`src/rtl/hpsel_pkg.sv`:
```
package hpsel_pkg;
  localparam int ID_W        = 10;
  localparam int SPURIOUS_ID = 1023;
  localparam int PRIVATE_CNT = 32;
endpackage

```
`src/rtl/hpsel_tree.sv`:
```
module hpsel_tree #(
  parameter int N    = 64,
  parameter int PW   = 8,
  parameter int IW   = 10,
  localparam int P2  = 1 << $clog2(N),
  localparam int NODES = 2 * P2 - 1
) (
  input  logic [N*(PW+1)-1:0] leaf_prio,
  output logic [PW:0]         best_prio,
  output logic [IW-1:0]       best_id
);
  localparam logic [PW:0] IDLE = (PW+1)'(1) << PW;

  logic [PW:0]   node_p [NODES];
  logic [IW-1:0] node_i [NODES];

  for (genvar i = 0; i < P2; i++) begin : g_leaf
    if (i < N) begin : g_real
      assign node_p[P2-1+i] = leaf_prio[i*(PW+1) +: (PW+1)];
    end else begin : g_pad
      assign node_p[P2-1+i] = IDLE;
    end
    assign node_i[P2-1+i] = IW'(i);
  end

  for (genvar k = 0; k < P2 - 1; k++) begin : g_node
    logic take_right;
    assign take_right = node_p[2*k+2] < node_p[2*k+1];
    assign node_p[k]  = take_right ? node_p[2*k+2] : node_p[2*k+1];
    assign node_i[k]  = take_right ? node_i[2*k+2] : node_i[2*k+1];
  end

  assign best_prio = node_p[0];
  assign best_id   = node_i[0];
endmodule

```
`src/rtl/hpsel_cpu.sv`:
```
module hpsel_cpu
  import hpsel_pkg::*;
#(
  parameter int N  = 64,
  parameter int PW = 8
) (
  input  logic            clk,
  input  logic            rst,
  input  logic [N-1:0]    en,
  input  logic [N-1:0]    pend,
  input  logic [N-1:0]    tgt,
  input  logic [N*PW-1:0] prio,
  input  logic            gate_on,
  input  logic [PW-1:0]   mask,
  input  logic [PW:0]     run,
  output logic            irq,
  output logic [ID_W-1:0] hp
);
  localparam logic [PW:0] IDLE = (PW+1)'(1) << PW;

  logic [N*(PW+1)-1:0] leaf;
  logic [PW:0]         win_p;
  logic [ID_W-1:0]     win_i;

  for (genvar s = 0; s < N; s++) begin : g_q
    logic routed;
    if (s < PRIVATE_CNT) begin : g_priv
      assign routed = 1'b1;
    end else begin : g_shared
      assign routed = tgt[s];
    end
    assign leaf[s*(PW+1) +: (PW+1)] =
      (en[s] && pend[s] && routed) ? {1'b0, prio[s*PW +: PW]} : IDLE;
  end

  hpsel_tree #(.N(N), .PW(PW), .IW(ID_W)) u_tree (
    .leaf_prio (leaf),
    .best_prio (win_p),
    .best_id   (win_i)
  );

  logic vis, fire;
  assign vis  = gate_on && (win_p < {1'b0, mask});
  assign fire = vis && (win_p < run);

  always_ff @(posedge clk) begin
    if (rst) begin
      irq <= 1'b0;
      hp  <= ID_W'(SPURIOUS_ID);
    end else begin
      irq <= fire;
      hp  <= vis ? win_i : ID_W'(SPURIOUS_ID);
    end
  end
endmodule

```
`src/rtl/hpsel_top.sv`:
```
module hpsel_top
  import hpsel_pkg::*;
#(
  parameter int NUM_CPU = 2,
  parameter int NUM_SRC = 64,
  parameter int PRIO_W  = 8
) (
  input  logic                        clk,
  input  logic                        rst,
  input  logic [NUM_CPU*NUM_SRC-1:0]  src_en,
  input  logic [NUM_CPU*NUM_SRC-1:0]  src_pend,
  input  logic [NUM_SRC*NUM_CPU-1:0]  src_tgt,
  input  logic [NUM_SRC*PRIO_W-1:0]   src_prio,
  input  logic [1:0]                  dist_grp_en,
  input  logic [NUM_CPU*2-1:0]        cpu_grp_en,
  input  logic [NUM_CPU*PRIO_W-1:0]   cpu_mask,
  input  logic [NUM_CPU*(PRIO_W+1)-1:0] cpu_run,
  output logic [NUM_CPU-1:0]          irq_req,
  output logic [NUM_CPU*ID_W-1:0]     hp_id
);
  initial begin
    if (NUM_SRC % 32 != 0 || NUM_CPU < 1 || NUM_CPU > 8)
      $error("hpsel_top: bad parameters");
  end

  for (genvar c = 0; c < NUM_CPU; c++) begin : g_cpu
    logic [NUM_SRC-1:0] tcol;
    for (genvar s = 0; s < NUM_SRC; s++) begin : g_col
      assign tcol[s] = src_tgt[s*NUM_CPU + c];
    end

    hpsel_cpu #(.N(NUM_SRC), .PW(PRIO_W)) u_cpu (
      .clk     (clk),
      .rst     (rst),
      .en      (src_en[c*NUM_SRC +: NUM_SRC]),
      .pend    (src_pend[c*NUM_SRC +: NUM_SRC]),
      .tgt     (tcol),
      .prio    (src_prio),
      .gate_on ((|dist_grp_en) && (|cpu_grp_en[c*2 +: 2])),
      .mask    (cpu_mask[c*PRIO_W +: PRIO_W]),
      .run     (cpu_run[c*(PRIO_W+1) +: (PRIO_W+1)]),
      .irq     (irq_req[c]),
      .hp      (hp_id[c*ID_W +: ID_W])
    );
  end
endmodule

```
`config.mk`:
```
export PLATFORM = sky130hd
export DESIGN_NAME = hpsel_top
export DESIGN_NICKNAME = d
export VERILOG_FILES = /design/src/rtl/hpsel_pkg.sv /design/src/rtl/hpsel_tree.sv /design/src/rtl/hpsel_cpu.sv /design/src/rtl/hpsel_top.sv
export SDC_FILE = /design/constraint.sdc
export NUM_CORES = 2
export LEC_CHECK = 0
export ABC_AREA = 1
export CAP_MARGIN = 10
export CORE_AREA = 4 4 370 372
export DETAILED_ROUTE_END_ITERATION = 6
export DIE_AREA = 0 0 374 376
export PLACE_DENSITY = 0.63
export RECOVER_POWER = 50
export SLEW_MARGIN = 20
export SYNTH_ARGS = -nofsm -noshare
export SYNTH_HDL_FRONTEND = slang
export SYNTH_SLANG_ARGS = --single-unit
export TNS_END_PERCENT = 50
```
`constraint.sdc`:
```
create_clock -name clk -period 14.9 [get_ports clk]
set_clock_uncertainty 0.2 [all_clocks]
set_input_delay 2.98 -clock clk [delete_from_list [all_inputs] [get_ports clk]]
set_output_delay 2.98 -clock clk [all_outputs]
set_load 0.01 [all_outputs]
```
# --- Word-level counts from Yosys, hierarchy flattened ---
# Index checks and enable logic that the tools add are counted.
# Widths: inputs -> output; s select.
classes:
  order_cmp: 130
  mux: 380
  n_bitwise: 2
  reduce_logical: 203
ops:
  columns: ["op", "count"]
  rows:
  - ["$mux 9", 254]
  - ["$lt 9x9->1", 128]
  - ["$mux 10", 62]
  - ["$logic_and 1x1->1", 198]
  - ["$mux 1", 64]
  - ["$lt 9x8->1", 2]
  - ["$reduce_or 2->1", 5]
  - ["$not 1->1", 2]
totals:
  register_bits: 22
  inputBits: 938
  out_inout_bits: 22
  elab_cells: 719

# --- Logic depth before layout (Yosys ltp) ---
depth:
  depth_word: 19
  depth_mapped: 77

# --- By module ---
# A second synthesis with hierarchy kept.
hier_totals:
  cells_unflattened: 9231
  hier_area_um2: 48620.4
by_module_without_submodules:
  columns: ["mod", "n_inst", "cells_each", "area_per_inst_um2", "seq_area_each_um2"]
  rows:
  - ["hpsel_tree at g_cpu[1].u_cpu.u_tree", 1, 3419, 19442.4, 0.0]
  - ["hpsel_tree at g_cpu[0].u_cpu.u_tree", 1, 3423, 19332.3, 0.0]
  - ["hpsel_cpu", 2, 1192, 4912.2, 220.2]
  - ["hpsel_top", 1, 5, 21.3, 0.0]

# --- Worst setup path after synthesis ---
# No wires, ideal clock.
synth_timing:
  path_type: "in2reg"
  startpoint: "input port src_en[86]"
  endpoint: "register g_cpu[1].u_cpu.hp[0]"
  setup_ns: 0.135
  t_arrival_ns: 13.710
  path_slack_ns: 0.856
  path_stages: 70
  path_buffers: 9
  path_cell_list: "nand2_1 -> clkinv_1 -> nand2_1 -> ha_1 -> a21oi_1 -> o31ai_1 -> nand2_1 -> nand3_1 -> inv_1 -> clkbuf_1 -> nand2_1 -> o21ai_0 -> ha_1 -> a21oi_1 -> nor2_1 -> a211oi_1 -> nor2_1 -> a2111o_1 -> [34 not listed] -> ha_1 -> a21oi_1 -> or2_2 -> a21oi_1 -> a2111oi_0 -> nand2_4 -> inv_2 -> buf_2 -> o21ai_0 -> ha_1 -> a21oi_1 -> nor3_1 -> a211oi_1 -> nand2_1 -> nand2_1 -> nand2_2 -> nand2_4 -> nand3_1"
synth_between:
  elab_chain_cells: 18
  elab_cells_between_ends: 24
  classes_between: "order compare (7); mux (13); bitwise (1); reduce/logical (3)"
synth_rtl:
  columns: ["item", "line", "rtl"]
  rows:
  - ["start, declared", "hpsel_top.sv:10", "input logic [NUM_CPU*NUM_SRC-1:0] src_en,"]
  - ["$logic_and 1x1->1 *", "hpsel_cpu.sv:33", "(en[s] && pend[s] && routed) ? {1'b0, prio[s*PW +: PW]} : IDLE;"]
  - ["$mux 9 *", "hpsel_cpu.sv:33", null]
  - ["$lt 9x9->1", "hpsel_tree.sv:28", "assign take_right = node_p[2*k+2] < node_p[2*k+1];"]
  - ["$mux 9", "hpsel_tree.sv:29", "assign node_p[k] = take_right ? node_p[2*k+2] : node_p[2*k+1];"]
  - ["$lt 9x9->1", "hpsel_tree.sv:28", null]
  - ["$mux 9", "hpsel_tree.sv:29", null]
  - ["$lt 9x9->1", "hpsel_tree.sv:28", null]
  - ["$mux 9", "hpsel_tree.sv:29", null]
  - ["[2 not listed]", null, null]
  - ["$lt 9x9->1", "hpsel_tree.sv:28", null]
  - ["$mux 9", "hpsel_tree.sv:29", null]
  - ["$lt 9x9->1", "hpsel_tree.sv:28", null]
  - ["$mux 9", "hpsel_tree.sv:29", null]
  - ["$lt 9x8->1", "hpsel_cpu.sv:43", "assign vis = gate_on && (win_p < {1'b0, mask});"]
  - ["$logic_and 1x1->1", "hpsel_cpu.sv:43", null]
  - ["$not 1->1 (no source line)", null, null]
  - ["$reduce_or 2->1 (no source line)", null, null]
  - ["end signal, assigned", "hpsel_cpu.sv:49", "hp <= ID_W'(SPURIOUS_ID);"]
  - ["end signal, assigned", "hpsel_cpu.sv:52", "hp <= vis ? win_i : ID_W'(SPURIOUS_ID);"]
  - ["end, declared", "hpsel_cpu.sv:17", "output logic [ID_W-1:0] hp"]
# Every way passes the cells marked *; elsewhere a longest branch is shown, timed or not.
# A chain may end at the register's enable or synchronous reset.

# --- Worst setup path after layout ---
layout_timing:
  startpoint: "input port src_en[26]"
  endpoint: "register g_cpu[0].u_cpu.hp[0]"
layout_between:
  elab_chain_cells: 18
  elab_cells_between_ends: 24
  classes_between: "order compare (7); mux (13); bitwise (1); reduce/logical (3)"
layout_rtl:
  columns: ["item", "line"]
  rows:
  - ["$logic_and 1x1->1 *", "hpsel_cpu.sv:33"]
  - ["$mux 9 *", "hpsel_cpu.sv:33"]
  - ["$lt 9x9->1", "hpsel_tree.sv:28"]
  - ["$mux 9", "hpsel_tree.sv:29"]
  - ["$lt 9x9->1", "hpsel_tree.sv:28"]
  - ["$mux 9", "hpsel_tree.sv:29"]
  - ["$lt 9x9->1", "hpsel_tree.sv:28"]
  - ["$mux 9", "hpsel_tree.sv:29"]
  - ["[2 not listed]", null]
  - ["$lt 9x9->1", "hpsel_tree.sv:28"]
  - ["$mux 9", "hpsel_tree.sv:29"]
  - ["$lt 9x9->1", "hpsel_tree.sv:28"]
  - ["$mux 9", "hpsel_tree.sv:29"]
  - ["$lt 9x8->1", "hpsel_cpu.sv:43"]
  - ["$logic_and 1x1->1", "hpsel_cpu.sv:43"]
  - ["$not 1->1 (no source line)", null]
  - ["$reduce_or 2->1 (no source line)", null]
  - ["end signal, assigned", "hpsel_cpu.sv:49"]
  - ["end signal, assigned", "hpsel_cpu.sv:52"]
  - ["end, declared", "hpsel_cpu.sv:17"]
# Marked as above.

==> impl_metrics.env <==
export IMPL_status="finished, final reports clean"
export IMPL_critical_path_class="in -> reg"
export IMPL_die_h_um=376
export IMPL_htree_levels=1
export IMPL_syn_inst=7683
export IMPL_drtIter0Drc=4142
export IMPL_vias_per_cell=5.260
export IMPL_cts_made_buffers=3
export IMPL_synth_edf_count=0
export IMPL_gr_usage_all_layers=0.2552
export IMPL_start_util=0.3165
export IMPL_worstPathBufferInverterCount=11
export IMPL_layout_commonest_cell="nand2_1"
export IMPL_syn_mean_instance_area_um2=5.490
export IMPL_drv_cap=0
export IMPL_synth_top_area_cell="ha_1"
export IMPL_critPathMaxFanout=15
export IMPL_crit_required_ns=14.83
export IMPL_syn_num_nets=9585
export IMPL_setup_slack_ns=0.7329
export IMPL_grt_overflow=0
export IMPL_fp_dieW_um=374
export IMPL_drt_wirelength_per_cell_um=18.60
export IMPL_finalHoldViolations=0
export IMPL_slew_viol_final=0
export IMPL_worstHoldStart="cpu_run[9]"
export IMPL_crit_arrival_ns=14.10
export IMPL_grt_max_degree=26
export IMPL_pre_cts_ws_ns=-1.070
export IMPL_ios=960
export IMPL_grt_pass1_vias=50204
export IMPL_numClockSinks=16
export IMPL_min_path_cells=5
export IMPL_setup_viol=0
export IMPL_drive_above_1_share=0.06867
export IMPL_crit_path_end_kind="flop"
export IMPL_cp_slowest_cell="clkdlybuf4s50_1"
export IMPL_wirelength_mm=194.0
export IMPL_most_common_layout_cells="2,427 x nand2_1, 964 x ha_1, 929 x nor2_1"
export IMPL_holdCritPathClass="in -> reg"
export IMPL_tightest_slew_ns=1.033
export IMPL_syn2layout_area_growth_pct=31.25
export IMPL_ys_warn_count=0
export IMPL_antenna_found_initial=23
export IMPL_period_needed_ns=14.17
export IMPL_netlist_area_um2=42180
export IMPL_drt_first_pass_iters=7
export IMPL_drc=0
export IMPL_synth_flop_cell="dfxtp_1"
export IMPL_nets=10554
export IMPL_synth_area_leaders="ha_1 29%, nand2_1 22%, o21ai_0 13%"
export IMPL_max_slew_margin=0.3043
export IMPL_ys_seq_area_frac=0.007593
export IMPL_fmax_mhz=70.59
export IMPL_ant_nets=0
export IMPL_gp_congestion=0.9553
export IMPL_yosysTopAreaCellShare=0.2859
export IMPL_period_share=0.9508
export IMPL_cts_hold_fix_buffers=0
export IMPL_num_rows=134
export IMPL_cts_tree="built"
export IMPL_die_area_um2=140600
export IMPL_clock_path_buffers=2
export IMPL_hpwl_mm=173.8
export IMPL_ys_types=61
export IMPL_grt_first_pass_wirelength_mm=286.0
export IMPL_ys_ff_latch=16
export IMPL_path_common_cell="nand2_1"
export IMPL_io_buffers=895
export IMPL_startpoint_type="primary input"
export IMPL_coreArea_um2=133300
export IMPL_cp_startpoint="src_en[26]"
export IMPL_cp_num_cells=59
export IMPL_path_clk_slew_ns=0.05
export IMPL_dr_total_vias=54861
export IMPL_cts_root_buf="clkbuf_16"
export IMPL_synthArstFlopShare=0
export IMPL_cp_top_family="compound AO/OA/AOI/OAI gates"
export IMPL_cpPeakStageDelay_ns=0.50
what timing repair did:
item / in CTS / in global routing
buffers inserted: 9 / 77
setup endpoints to repair: 16 / 16
pin swaps: 3 / 15
gates cloned: 0 / 15
gates resized for setup: 48 / 427
final cells by class:
class / instances / area, um2
diodes: 11 / 27.53
clock buffers: 3 / 75.07
fillers: 14590 / 77920
inverters: 710 / 2835
multi-input cells: 6779 / 39030
flip-flops and latches: 16 / 320.3
well taps: 1768 / 2212
repair buffers: 1130 / 10780
repair inverters: 12 / 82.58
metal layers:
layer,part of all wire,vias to the layer above,wire (um),global-route usage
li1,-,28067,-,-
met1,0.46,25052,89140,0.3459
met2,0.46,1539,90100,0.4425
met3,0.053,185,10330,0.02595
met4,0.022,18,4307,0.04215
met5,0.00076,-,148,0
worst min-delay path: stages:
cell	delay, ns
clkdlybuf4s50_1	0.41
nand3_1	0.09
nand4_1	0.09
nand4_1	0.08
nor2_1	0.04
flip-flops by register name (all words and copies together) (netlist names):
name and count:
g_cpu.u_cpu.irq 2, g_cpu.u_cpu.hp 14
worst paths after layout:
kind / to / slack (ns)
max: g_cpu[0].u_cpu.hp[0] / 0.73
min: g_cpu[1].u_cpu.irq / 3.28
cells in the mapped netlist, types with 48 or more instances:
| cell | instances |
|---|---|
| a211oi_1 | 73 |
| a21oi_1 | 485 |
| clkbuf_1 | 141 |
| clkinv_1 | 48 |
| ha_1 | 964 |
| inv_1 | 646 |
| nand2_1 | 2444 |
| nand2_2 | 60 |
| nand3_1 | 239 |
| nand4_1 | 107 |
| nor2_1 | 930 |
| nor3_1 | 74 |
| o21ai_0 | 1060 |
logic make-up after synthesis:
logic type      after synthesis  synth area share
buf+inv                     890           0.08198
flops                        16          0.007593
xor+xnor                      1         0.0002077
compound gates             1851            0.2395
mux                           5          0.001246
fa+ha+maj                   964            0.2859
simple gates               3956            0.3835
stage by stage:
| stage | utilization | area [um2] | hold WS [ns] | std cells | setup TNS [ns] |
|---|---|---|---|---|---|
| 6_report | 0.4154 | 55370 | 3.280 | 10429 | 0 |
| 5_1_grt | 0.4152 | 55350 | 3.318 | 10422 | -0.6911 |
| 4_1_cts | 0.4040 | 53850 | 3.289 | 10324 | 0 |
| 3_5_place_dp | 0.4027 | 53670 | 3.537 | 10312 | -14.15 |
| 3_3_place_gp | 0.4027 | 53670 | 3.543 | 10312 | -11.97 |
| 2_1_floorplan | - | 42180 | 2.941 | 7683 | 0 |
Power is not shown: default switching activity piles up to over one toggle a cycle in this logic, so the estimate is an artifact.
